`src/rtl/tmv_pkg.sv`:
```
package tmv_pkg;
  localparam int DATA_W   = 8;
  localparam int PC_W     = 16;
  localparam int DST_W    = 4;
  localparam int SRC_W    = 8;
  localparam int INSTR_W  = 1 + DST_W + SRC_W;
  localparam int NUM_DST  = 1 << DST_W;
  localparam int DST_USED = 15;
  localparam int HALF_W   = DATA_W / 2;

  typedef logic [DATA_W-1:0] byte_t;

  typedef struct packed {
    logic [SRC_W-1:0] src;
    logic [DST_W-1:0] dst;
    logic             imm;
  } move_t;

  // destination codes
  localparam logic [DST_W-1:0] D_NULL = 4'd0,  D_R0   = 4'd1,  D_R1   = 4'd2,
                               D_OPA  = 4'd3,  D_OPB  = 4'd4,  D_JHI  = 4'd5,
                               D_JMP  = 4'd6,  D_JZ   = 4'd7,  D_JNZ  = 4'd8,
                               D_PUSH = 4'd9,  D_OUT  = 4'd10, D_ECLR = 4'd11,
                               D_JC   = 4'd12, D_DROP = 4'd13, D_SCLR = 4'd14;

  // source codes
  localparam logic [SRC_W-1:0] S_R0   = 8'd0,  S_R1   = 8'd1,  S_OPA  = 8'd2,
                               S_OPB  = 8'd3,  S_SUM  = 8'd4,  S_CRY  = 8'd5,
                               S_DIFF = 8'd6,  S_BRW  = 8'd7,  S_AND  = 8'd8,
                               S_OR   = 8'd9,  S_XOR  = 8'd10, S_NOTA = 8'd11,
                               S_SHL  = 8'd12, S_SHR  = 8'd13, S_INC  = 8'd14,
                               S_DEC  = 8'd15, S_POP  = 8'd16, S_PEEK = 8'd17,
                               S_CNT  = 8'd18, S_ERR  = 8'd19, S_RETL = 8'd20,
                               S_RETH = 8'd21, S_IN   = 8'd22, S_HI   = 8'd23,
                               S_MSK0 = 8'd24, S_MSK7 = 8'd31, S_EQ   = 8'd32,
                               S_SLT  = 8'd33, S_AZ   = 8'd34, S_SWAP = 8'd35,
                               S_ROL  = 8'd36, S_ROR  = 8'd37, S_ASR  = 8'd38,
                               S_PCNT = 8'd39, S_ONES = 8'd40, S_LAST = 8'd40;

  function automatic logic add_carry(input byte_t a, input byte_t b);
    logic [DATA_W:0] s;
    s = {1'b0, a} + {1'b0, b};
    return s[DATA_W];
  endfunction

  // result of a computing source port; zero for anything not computed here
  function automatic byte_t unit_result(input logic [SRC_W-1:0] sel,
                                        input byte_t a, input byte_t b);
    byte_t r;
    r = '0;
    if (sel >= S_MSK0 && sel <= S_MSK7) begin
      r = byte_t'(1) << (sel - S_MSK0);
    end else begin
      case (sel)
        S_SUM:  r = a + b;
        S_CRY:  r = byte_t'(add_carry(a, b));
        S_DIFF: r = a - b;
        S_BRW:  r = byte_t'(a < b);
        S_AND:  r = a & b;
        S_OR:   r = a | b;
        S_XOR:  r = a ^ b;
        S_NOTA: r = ~a;
        S_SHL:  r = {a[DATA_W-2:0], 1'b0};
        S_SHR:  r = {1'b0, a[DATA_W-1:1]};
        S_INC:  r = a + byte_t'(1);
        S_DEC:  r = a - byte_t'(1);
        S_EQ:   r = byte_t'(a == b);
        S_SLT:  r = byte_t'($signed(a) < $signed(b));
        S_AZ:   r = byte_t'(a == '0);
        S_SWAP: r = {a[HALF_W-1:0], a[DATA_W-1:HALF_W]};
        S_ROL:  r = {a[DATA_W-2:0], a[DATA_W-1]};
        S_ROR:  r = {a[0], a[DATA_W-1:1]};
        S_ASR:  r = {a[DATA_W-1], a[DATA_W-1:1]};
        S_PCNT: for (int i = 0; i < DATA_W; i++) r = r + byte_t'(a[i]);
        S_ONES: r = '1;
        default: r = '0;
      endcase
    end
    return r;
  endfunction
endpackage

```
`src/rtl/tmv_decode.sv`:
```
module tmv_decode
  import tmv_pkg::*;
(
  input  logic [INSTR_W-1:0] word,
  output logic               imm,
  output logic [SRC_W-1:0]   src_sel,
  output logic [DATA_W-1:0]  literal,
  output logic [NUM_DST-1:0] dst_en
);
  move_t mv;
  assign mv      = move_t'(word);
  assign imm     = mv.imm;
  assign src_sel = mv.src;
  assign literal = mv.src;

  // one enable line per destination code; codes past the used range stay dark
  for (genvar g = 0; g < NUM_DST; g++) begin : g_dst
    if (g < DST_USED) begin : g_on
      assign dst_en[g] = (mv.dst == DST_W'(g));
    end else begin : g_off
      assign dst_en[g] = 1'b0;
    end
  end
endmodule

```
`src/rtl/tmv_srcmux.sv`:
```
module tmv_srcmux
  import tmv_pkg::*;
#(
  parameter int CW = 4
) (
  input  logic             imm,
  input  logic [SRC_W-1:0] sel,
  input  byte_t            literal,
  input  byte_t            r0,
  input  byte_t            r1,
  input  byte_t            opa,
  input  byte_t            opb,
  input  byte_t            stk_top,
  input  logic [CW-1:0]    stk_count,
  input  logic             stk_err,
  input  logic [PC_W-1:0]  ret_addr,
  input  byte_t            in_port,
  input  logic [PC_W-DATA_W-1:0] hi_latch,
  output byte_t            bus,
  output logic             pop_req
);
  assign pop_req = !imm && (sel == S_POP);

  always_comb begin
    if (imm) begin
      bus = literal;
    end else begin
      case (sel)
        S_R0:           bus = r0;
        S_R1:           bus = r1;
        S_OPA:          bus = opa;
        S_OPB:          bus = opb;
        S_POP, S_PEEK:  bus = stk_top;
        S_CNT:          bus = byte_t'(stk_count);
        S_ERR:          bus = byte_t'(stk_err);
        S_RETL:         bus = ret_addr[DATA_W-1:0];
        S_RETH:         bus = ret_addr[PC_W-1:DATA_W];
        S_IN:           bus = in_port;
        S_HI:           bus = hi_latch;
        default:        bus = unit_result(sel, opa, opb);
      endcase
    end
  end
endmodule

```
`src/rtl/tmv_fetch.sv`:
```
module tmv_fetch #(
  parameter int PW = 16,
  parameter int DW = 8
) (
  input  logic          clk,
  input  logic          rst_n,
  input  logic [DW-1:0] bus,
  input  logic          hi_we,
  input  logic          take,
  output logic [PW-1:0] pc,
  output logic [PW-DW-1:0] hi,
  output logic [PW-1:0] ret_addr
);
  logic [PW-1:0]    pc_q;
  logic [PW-DW-1:0] hi_q;
  logic             armed_q;

  assign pc       = pc_q;
  assign hi       = hi_q;
  assign ret_addr = pc_q + PW'(1);

  always_ff @(posedge clk) begin
    if (!rst_n) begin
      pc_q    <= '0;
      hi_q    <= '0;
      armed_q <= 1'b0;
    end else begin
      armed_q <= 1'b1;
      pc_q    <= take ? {hi_q, bus} : ret_addr;
      if (hi_we) hi_q <= bus;
    end
  end

  a_r7_jump_lands: assert property (@(posedge clk) disable iff (!rst_n)
    armed_q && $past(take) |-> pc_q == {$past(hi_q), $past(bus)});
  a_r2_pc_steps: assert property (@(posedge clk) disable iff (!rst_n)
    armed_q && $past(!take) |-> pc_q == $past(pc_q) + PW'(1));
  a_r7_latch_holds: assert property (@(posedge clk) disable iff (!rst_n)
    armed_q && $past(!hi_we) |-> $stable(hi_q));
endmodule

```
`src/rtl/tmv_stack.sv`:
```
module tmv_stack #(
  parameter int DEPTH = 8,
  parameter int DW    = 8
) (
  input  logic          clk,
  input  logic          rst_n,
  input  logic          pop_src,
  input  logic          push_dst,
  input  logic          drop_dst,
  input  logic          clr,
  input  logic          err_clr,
  input  logic [DW-1:0] wdata,
  output logic [DW-1:0] top,
  output logic [$clog2(DEPTH+1)-1:0] count,
  output logic          err,
  output logic          fail
);
  localparam int CW = $clog2(DEPTH + 1);
  localparam int AW = $clog2(DEPTH);
  localparam logic [CW-1:0] FULL = CW'(DEPTH);

  logic [DW-1:0] mem [DEPTH];
  logic [CW-1:0] sp_q, sp_mid, sp_d;
  logic          pop_ok, push_ok, drop_ok;
  logic          err_q, armed_q;

  // source-side pop happens first, destination-side push or discard sees the result
  always_comb begin
    pop_ok  = pop_src && (sp_q != '0);
    sp_mid  = pop_ok ? sp_q - CW'(1) : sp_q;
    push_ok = push_dst && (sp_mid != FULL);
    drop_ok = drop_dst && (sp_mid != '0);
    fail    = (pop_src && !pop_ok) | (push_dst && !push_ok) | (drop_dst && !drop_ok);
    if (clr) sp_d = '0;
    else     sp_d = sp_mid + CW'(push_ok) - CW'(drop_ok);
  end

  assign top   = (sp_q != '0) ? mem[AW'(sp_q - CW'(1))] : '0;
  assign count = sp_q;
  assign err   = err_q;

  always_ff @(posedge clk) begin
    if (push_ok) mem[sp_mid[AW-1:0]] <= wdata;
  end

  always_ff @(posedge clk) begin
    if (!rst_n) begin
      sp_q    <= '0;
      err_q   <= 1'b0;
      armed_q <= 1'b0;
    end else begin
      armed_q <= 1'b1;
      sp_q    <= sp_d;
      err_q   <= (err_q & ~err_clr) | fail;
    end
  end

  a_r11_sp_bound: assert property (@(posedge clk) disable iff (!rst_n)
    sp_q <= FULL);
  a_r11_err_sticky: assert property (@(posedge clk) disable iff (!rst_n)
    armed_q && $past(err_q && !err_clr) |-> err_q);
  a_r11_full_keeps: assert property (@(posedge clk) disable iff (!rst_n)
    armed_q && $past(push_dst && !pop_src && !clr && sp_q == FULL) |-> sp_q == FULL && err_q);
  a_r10_push_grows: assert property (@(posedge clk) disable iff (!rst_n)
    armed_q && $past(push_dst && !pop_src && !clr && sp_q != FULL) |-> sp_q == $past(sp_q) + CW'(1));
endmodule

```
`src/rtl/tmove_core.sv`:
```
module tmove_core
  import tmv_pkg::*;
#(
  parameter int STK_DEPTH = 8
) (
  input  logic        clk,
  input  logic        rst_n,
  output logic [15:0] instr_addr,
  input  logic [12:0] instr_word,
  input  logic [7:0]  in_port,
  output logic [7:0]  out_port,
  output logic        out_strobe,
  output logic        stack_err
);
  localparam int CW = $clog2(STK_DEPTH + 1);

  logic               imm;
  logic [SRC_W-1:0]   src_sel;
  byte_t              literal;
  logic [NUM_DST-1:0] dst_en;
  byte_t              bus;
  logic               pop_req;
  logic               take;
  logic [PC_W-1:0]    pc, ret_addr;
  logic [PC_W-DATA_W-1:0] hi;
  byte_t              stk_top;
  logic [CW-1:0]      stk_count;
  logic               stk_err, stk_fail;
  byte_t              r0_q, r1_q, opa_q, opb_q, out_q;
  logic               strobe_q, armed_q;

  tmv_decode u_dec (
    .word(instr_word), .imm(imm), .src_sel(src_sel),
    .literal(literal), .dst_en(dst_en)
  );

  tmv_srcmux #(.CW(CW)) u_mux (
    .imm(imm), .sel(src_sel), .literal(literal),
    .r0(r0_q), .r1(r1_q), .opa(opa_q), .opb(opb_q),
    .stk_top(stk_top), .stk_count(stk_count), .stk_err(stk_err),
    .ret_addr(ret_addr), .in_port(in_port), .hi_latch(hi),
    .bus(bus), .pop_req(pop_req)
  );

  assign take = dst_en[D_JMP]
              | (dst_en[D_JZ]  & (r0_q == '0))
              | (dst_en[D_JNZ] & (r0_q != '0))
              | (dst_en[D_JC]  & add_carry(opa_q, opb_q));

  tmv_fetch #(.PW(PC_W), .DW(DATA_W)) u_fetch (
    .clk(clk), .rst_n(rst_n), .bus(bus), .hi_we(dst_en[D_JHI]),
    .take(take), .pc(pc), .hi(hi), .ret_addr(ret_addr)
  );

  tmv_stack #(.DEPTH(STK_DEPTH), .DW(DATA_W)) u_stk (
    .clk(clk), .rst_n(rst_n), .pop_src(pop_req), .push_dst(dst_en[D_PUSH]),
    .drop_dst(dst_en[D_DROP]), .clr(dst_en[D_SCLR]), .err_clr(dst_en[D_ECLR]),
    .wdata(bus), .top(stk_top), .count(stk_count), .err(stk_err), .fail(stk_fail)
  );

  always_ff @(posedge clk) begin
    if (!rst_n) begin
      r0_q     <= '0;
      r1_q     <= '0;
      opa_q    <= '0;
      opb_q    <= '0;
      out_q    <= '0;
      strobe_q <= 1'b0;
      armed_q  <= 1'b0;
    end else begin
      armed_q  <= 1'b1;
      strobe_q <= dst_en[D_OUT];
      if (dst_en[D_R0])  r0_q  <= bus;
      if (dst_en[D_R1])  r1_q  <= bus;
      if (dst_en[D_OPA]) opa_q <= bus;
      if (dst_en[D_OPB]) opb_q <= bus;
      if (dst_en[D_OUT]) out_q <= bus;
    end
  end

  assign instr_addr = pc;
  assign out_port   = out_q;
  assign out_strobe = strobe_q;
  assign stack_err  = stk_err;

  a_r3_one_dest: assert property (@(posedge clk) disable iff (!rst_n)
    $onehot0(dst_en));
  a_r3_g0_holds: assert property (@(posedge clk) disable iff (!rst_n)
    armed_q && $past(!dst_en[D_R0]) |-> $stable(r0_q));
  a_r6_zero_bus: assert property (@(posedge clk) disable iff (!rst_n)
    (!imm && src_sel > S_LAST) |-> bus == '0);
  a_r12_out_follows: assert property (@(posedge clk) disable iff (!rst_n)
    armed_q && $past(dst_en[D_OUT]) |-> out_strobe && out_port == $past(bus));
  a_r12_out_holds: assert property (@(posedge clk) disable iff (!rst_n)
    armed_q && $past(!dst_en[D_OUT]) |-> !out_strobe && $stable(out_port));
  a_r8_jz_falls: assert property (@(posedge clk) disable iff (!rst_n)
    armed_q && $past(dst_en[D_JZ] && r0_q != '0) |-> instr_addr == $past(instr_addr) + 16'd1);
  a_r11_fail_flags: assert property (@(posedge clk) disable iff (!rst_n)
    armed_q && $past(stk_fail) |-> stack_err);
endmodule

```
`config.mk`:
```
export PLATFORM = sky130hd
export DESIGN_NAME = tmove_core
export DESIGN_NICKNAME = d
export VERILOG_FILES = /design/src/rtl/tmv_pkg.sv /design/src/rtl/tmv_decode.sv /design/src/rtl/tmv_srcmux.sv /design/src/rtl/tmv_fetch.sv /design/src/rtl/tmv_stack.sv /design/src/rtl/tmove_core.sv
export SDC_FILE = /design/constraint.sdc
export NUM_CORES = 1
export LEC_CHECK = 0
export CORE_ASPECT_RATIO = 0.6
export CORE_MARGIN = 1.5
export CORE_UTILIZATION = 40
export DETAILED_ROUTE_END_ITERATION = 8
export SYNTH_ARGS = -nofsm -noshare
export SYNTH_HDL_FRONTEND = slang
export SYNTH_SLANG_ARGS = --single-unit
export TNS_END_PERCENT = 5
```
`constraint.sdc`:
```
create_clock -name clk -period 12.9 [get_ports clk]
set_input_delay 1.29 -clock clk [delete_from_list [all_inputs] [get_ports clk]]
set_output_delay 1.29 -clock clk [all_outputs]
set_load 0.005 [all_outputs]
```
; Word-level counts from Yosys, hierarchy flattened
; Memories as Yosys holds them, arrays and structs flattened.
; Cells that the tools add are included.
[op_classes]
shifts = 1
n_reduce_logical = 20
n_addsub = 17
eq_ne = 48
n_bitwise = 16
magnitude_cmp = 4
mux = 9
[op_table]
columns = op, count
row1 = $pmux 8 s21, 1
row2 = $pmux 8 s11, 1
row3 = $eq 8x6->1 const B, 9
row4 = $eq 8x4->1 const B, 8
row5 = $eq 8x5->1 const B, 8
row6 = $add 8x1->8, 6
row7 = $eq 8x3->1 const B, 4
row8 = $eq 4x4->1 const B, 7
row9 = $logic_not 8->1, 3
row10 = $mux 8, 3
row11 = $add 16x1->16 const B, 1
row12 = $eq 4x3->1 const B, 4
row13 = $eq 8x2->1 const B, 2
row14 = $lt 8x8->1, 2
row15 = $mux 16, 1
row16 = $add 8x8->9, 1
row17 = $add 8x1->8 const B, 1
row18 = $add 8x8->8, 1
row19 = $and 8x8->8, 1
row20 = $eq 4x2->1 const B, 2
row21 = $eq 8x1->1 const B, 1
row22 = $eq 8x8->1, 1
row23 = $ge 8x5->1 const B, 1
row24 = $le 8x5->1 const B, 1
row25 = 23 further kinds, 45
[totals]
out_inout_bits = 26
register_bits = 70
memories = 1
mem_bits_rw = 64
[mem_list]
columns = name, depth, width, rd, rd_clocked_by_memory_dff, wr, line_no
row1 = u_stk.mem, 8, 8, 1, 0, 1, tmv_stack.sv:22  ; logic [DW-1:0] mem [DEPTH];

; Logic depth before layout (Yosys ltp)
[depth]
depth_word = 12
mapped_depth = 20

; By module
; A second synthesis with hierarchy kept.
[unflattened]
cells_unflattened = 958
hier_area_um2 = 9639.2
[by_module_without_submodules]
columns = module, cells_per_inst, area_each_um2, n_inst, seq_area_each_um2
row1 = tmv_srcmux, 452, 3223.1, 1, 0.0
row2 = tmv_stack, 194, 3083.0, 1, 2021.9
row3 = tmove_core, 153, 1691.6, 1, 820.8
row4 = tmv_fetch, 121, 1234.9, 1, 480.5
row5 = tmv_decode, 38, 406.6, 1, 0.0

; Worst setup path after synthesis
; OpenSTA, ideal clock, no wires.
[synth_path]
path_kind = input port to flip-flop
from = in instr_word[6]
to = mem u_stk.mem[0][6], data pin
setup_ps = 312
t_arrival_ps = 4707
required_time_ps = 12588
setup_slack_ps = 7881
cell_stages = 15
path_cell_list = buf_2 -> buf_2 -> buf_2 -> buf_1 -> clkbuf_1 -> and2_0 -> o21ai_0 -> ha_1 -> nor2b_1 -> o31a_1 -> o21ai_0 -> nor3b_1 -> nor3_1 -> o31ai_1 -> inv_1
[synth_between]
elab_chain_cells = 5
word_cells_on_any_way = 43
classes_between = 1 x add/sub / 2 x order compare / 32 x eq/ne / 1 x shift / 4 x mux / 3 x reduce/logical
[synth_lines]
columns = item, line_no
row1 = start: declaration, tmove_core.sv:9  ; input logic [12:0] instr_word,
row2 = "$sub 8x5->8, or another cell as far along", tmv_pkg.sv:52  ; r = byte_t'(1) << (sel - S_MSK0);
row3 = "$shl 1x8->8, or another cell as far along", tmv_pkg.sv:52
row4 = $mux 8, tmv_pkg.sv:51  ; if (sel >= S_MSK0 && sel <= S_MSK7) begin
row5 = $pmux 8 s11 (*), tmv_srcmux.sv:28  ; case (sel)
row6 = $mux 8 (*), tmv_srcmux.sv:25  ; if (imm) begin
row7 = net bus[6], tmove_core.sv:21  ; byte_t bus;
row8 = end: declaration, tmv_stack.sv:22
; Mark *: on every way through the listed nets, which the timed path passes. The rest lies on a longest branch.

; Worst setup path in the final report
[layout_path]
from = in instr_word[8]
to = reg u_stk.sp_q[3], in the netlist u_stk.count[3]
[layout_between]
elab_chain_cells = 8
word_cells_on_any_way = 10
classes_between = 2 x add/sub / 2 x eq/ne / 1 x mux / 5 x reduce/logical
[layout_lines]
columns = item, line_no
row1 = $eq 8x5->1 (*), tmv_srcmux.sv:22  ; assign pop_req = !imm && (sel == S_POP);
row2 = $logic_and 1x1->1 (*), tmv_srcmux.sv:22
row3 = $logic_and 1x1->1 (*), tmv_stack.sv:29  ; pop_ok = pop_src && (sp_q != '0);
row4 = $mux 4 (*), tmv_stack.sv:30  ; sp_mid = pop_ok ? sp_q - CW'(1) : sp_q;
row5 = $ne 4x4->1, tmv_stack.sv:31  ; push_ok = push_dst && (sp_mid != FULL);
row6 = $logic_and 1x1->1, tmv_stack.sv:31
row7 = $add 4x1->4, tmv_stack.sv:35  ; else sp_d = sp_mid + CW'(push_ok) - CW'(drop_ok);
row8 = $sub 4x1->4 (*), tmv_stack.sv:35
row9 = end signal: assignment, tmv_stack.sv:53  ; sp_q <= sp_d;
row10 = end: declaration, tmv_stack.sv:23  ; logic [CW-1:0] sp_q, sp_mid, sp_d;
; Every way passes the cells marked *; elsewhere a longest branch is shown, timed or not.
; A chain may end at the register's enable or synchronous reset.

==> out/qor.yml <==
status: "completed"
rows: 41
vias: 7692
insertion_delay_ns: 0.42
syn-cell-area_mm2: 0.008631
io_pins: 49
setup_violations: 0
clock.fmax_mhz: 179.5
drv_slew: 0
antenna_found_initial: 1
min_period_ns: 5.572
synth-seq-cells: 134
syn-num-nets: 972
hp-class: "reg2reg"
initial_core_util_pct: 40.94
yosys.area.top_type: "edfxtp_1"
ys_seq_area_share_pct: 38.50
fin_crit_sh_pct: 43.19
ant_nets: 0
cts_buffers: 17
rsz0062_at_grt: "no"
cts-hold-fix-buffers: 0
numPortBuffers: 48
die-area_mm2: 0.02250
crit_type: "in2reg"
fin_skew_ns: 0.009252
area_growth_pct: 17.06
clk_path_buf_depth: 2
synth_edf_count: 64
arrival_ns: 5.86
worstMarginPinSlew_ns: 1.209
wl_per_cell_um: 24.54
p_leak_nw: 3.571
grt_pass1_wl_mm: 44.90
grt.overflow.total: 0
ys_types: 78
cts_sinks: 134
core_area_mm2: 0.02108
postSynthCellCount: 892
ys_warn_count: 0
yosysTopAreaCellShare_pct: 22.27
grt_pass1_vias: 7002
yosys_most_used_dff: "dfxtp_1"
hpwl_mm: 22.42
clock-root-buffer: "clkbuf_16"
worst_setup_path_start_kind: "input pin"
first_pass_iters: 6
synthArstFlopShare_pct: 0
regArea_mm2: 0.003323
via_per_inst: 6.269
grt_use_total_pct: 27.44
nets: 1015
crit_fanout: 17
drt_iter0_drc: 1288
dieHeight_um: 116.8
vdd_drop_max_mv: 0.1049
fill_cells: 1966
cts_setup_buffers: 0
synth_area_leaders: "edfxtp_1 (22%), dfxtp_1 (16%), ha_1 (7.2%)"
worstSetupEndpointType: "register"
grt_max_degree: 62
cp.required_ns: 13.19
cts_tree: "built"
clkTransAtPathRegs_ns: 0.06
synth_area_per_cell_um2: 9.676
die_x_um: 192.6
globalplace.congestion: 1.022
drc: 0
cts_resized: 0
drive_gt1_share_pct: 11.19
postRouteWirelength_mm: 30.11
power_density_mw_per_mm2: 118.7
slew_headroom_pct: 18.23
multi_input_area_mm2: 0.004890
htree_levels: 4
final_util_pct: 47.92
tns_ns: 0
hold_viol_final: 0
drv_cap: 0
[power by group]
part / switching, W / internal, W / total [W]
sequential: 0.0000139 / 0.000457 / 0.000471
clock: 0.000194 / 0.000344 / 0.000539
combinational: 0.000114 / 0.0000758 / 0.000190
[metal layers]
metal  up-vias  share of wire, %  track usage, %
met3        31                16           11.39
met2       520                35           32.28
met1      3669                48           44.43
met5         -                 0               0
met4         0              0.91           4.858
li1       3472                 -               -
[state kept, by name, indices dropped and copies added, names as in the netlist]
name / flops
u_stk.count: 4
u_fetch.hi: 8
opa_q: 8
u_stk.mem: 64
out_port: 8
u_stk.err: 1
u_fetch.pc: 16
out_strobe: 1
r1_q: 8
opb_q: 8
r0_q: 8
[per-stage QoR]
step | power, W | std cells | hold WS, ns | area, um^2 | setup WS [ns]
2_1_floorplan | 0.0005937 | 892 | 0.4432 | 8631 | 7.881
3_3_place_gp | 0.0006635 | 1195 | 0.4587 | 9452 | 7.123
3_5_place_dp | 0.0006633 | 1195 | 0.4675 | 9452 | 7.008
4_1_cts | 0.001197 | 1226 | 0.4776 | 10100 | 7.426
5_1_grt | 0.001238 | 1226 | 0.5026 | 10100 | 7.017
6_report | 0.001200 | 1227 | 0.4780 | 10100 | 7.328
[path summary, 6_finish.rpt]
path | startpoint | endpoint | slack, ns | cells past startpoint
worst max register to register | opa_q[1] | u_stk.mem[1][1] | 7.94 | 14
worst max-delay path | instr_word[8] | u_stk.count[3] | 7.33 | 17
worst min-delay path | r1_q[7] | r1_q[7] | 0.48 | 2
worst min register to register | r1_q[7] | r1_q[7] | 0.48 | 2
[worst max-delay path, stage by stage]
cell             delay, ns
clkdlybuf4s50_1       0.75
nor2_1                0.69
nand2_1               0.22
or4b_1                0.66
or4_1                 0.47
xnor2_1               0.23
inv_1                 0.07
ha_1                  0.19
a211oi_1              0.22
ha_1                  0.20
inv_1                 0.07
ha_1                  0.27
a21oi_1               0.14
nor2_1                0.05
nor2_1                0.12
xor2_1                0.17
nor2_1                0.05
[synthesized netlist by cell type (7+ instances only)]
library cell  count
a211oi_1         12
nor4_1           18
buf_2            11
inv_1            55
a21oi_1          36
nor2b_1          10
nor2_1           51
mux2i_1          14
nand3_1          27
nand4_1          14
edfxtp_1         64
o22ai_1          25
o21ai_0          38
a21o_1            7
nand2b_1         12
and2_1            8
o32ai_1          18
mux4_2           26
xnor2_1          18
o31ai_1           8
ha_1             50
nand2_1          79
or3_1            10
nor3_1           33
fa_1              7
dfxtp_1          70
xor2_1           14
a22oi_1          11
clkbuf_1         36
[cells by family (layout without fill, tap and decap cells)]
group | after synthesis | count (layout) | synth area share (%)
compound gates | 217 | 217 | 17.50
xor+xnor | 32 | 32 | 3.247
fa+ha+maj | 57 | 57 | 8.872
buf+inv | 108 | 163 | 5.001
flops | 134 | 134 | 38.50
mux | 46 | 46 | 9.191
other cells | 0 | 1 | 0
simple gates | 298 | 298 | 17.69
[final cells by class]
| type | instances | area share [%] |
|---|---|---|
| multi-input cells | 650 | 48.40 |
| flip-flops and latches | 134 | 32.89 |
| inverters | 55 | 2.043 |
| repair buffers | 77 | 6.762 |
| diodes | 1 | 0.02477 |
| clock inverters | 14 | 2.217 |
| well taps | 279 | 3.455 |
| clock buffers | 17 | 4.211 |
[layout by cell type (no fill, tap or decap), drive strengths merged, types with 5 or more instances in the layout]
cell,netlist,final
a211oi,13,13
a21o,7,7
a21oi,36,36
a22oi,11,11
and2,10,10
and3,6,6
buf,16,32
bufinv,0,5
clkbuf,37,17
clkdlybuf4s50,0,45
clkinv,0,6
dfxtp,70,70
edfxtp,64,64
fa,7,7
ha,50,50
inv,55,58
mux2,6,6
mux2i,14,14
mux4,26,26
nand2,79,79
nand2b,12,12
nand3,27,27
nand4,14,14
nor2,51,51
nor2b,10,10
nor3,34,34
nor3b,5,5
nor4,18,18
o2111ai,5,5
o211ai,6,6
o21a,6,6
o21ai,39,39
o22ai,25,25
o31ai,8,8
o32ai,18,18
or3,10,10
or4,5,5
xnor2,18,18
xor2,14,14
Power figures use the tool's default switching activity.
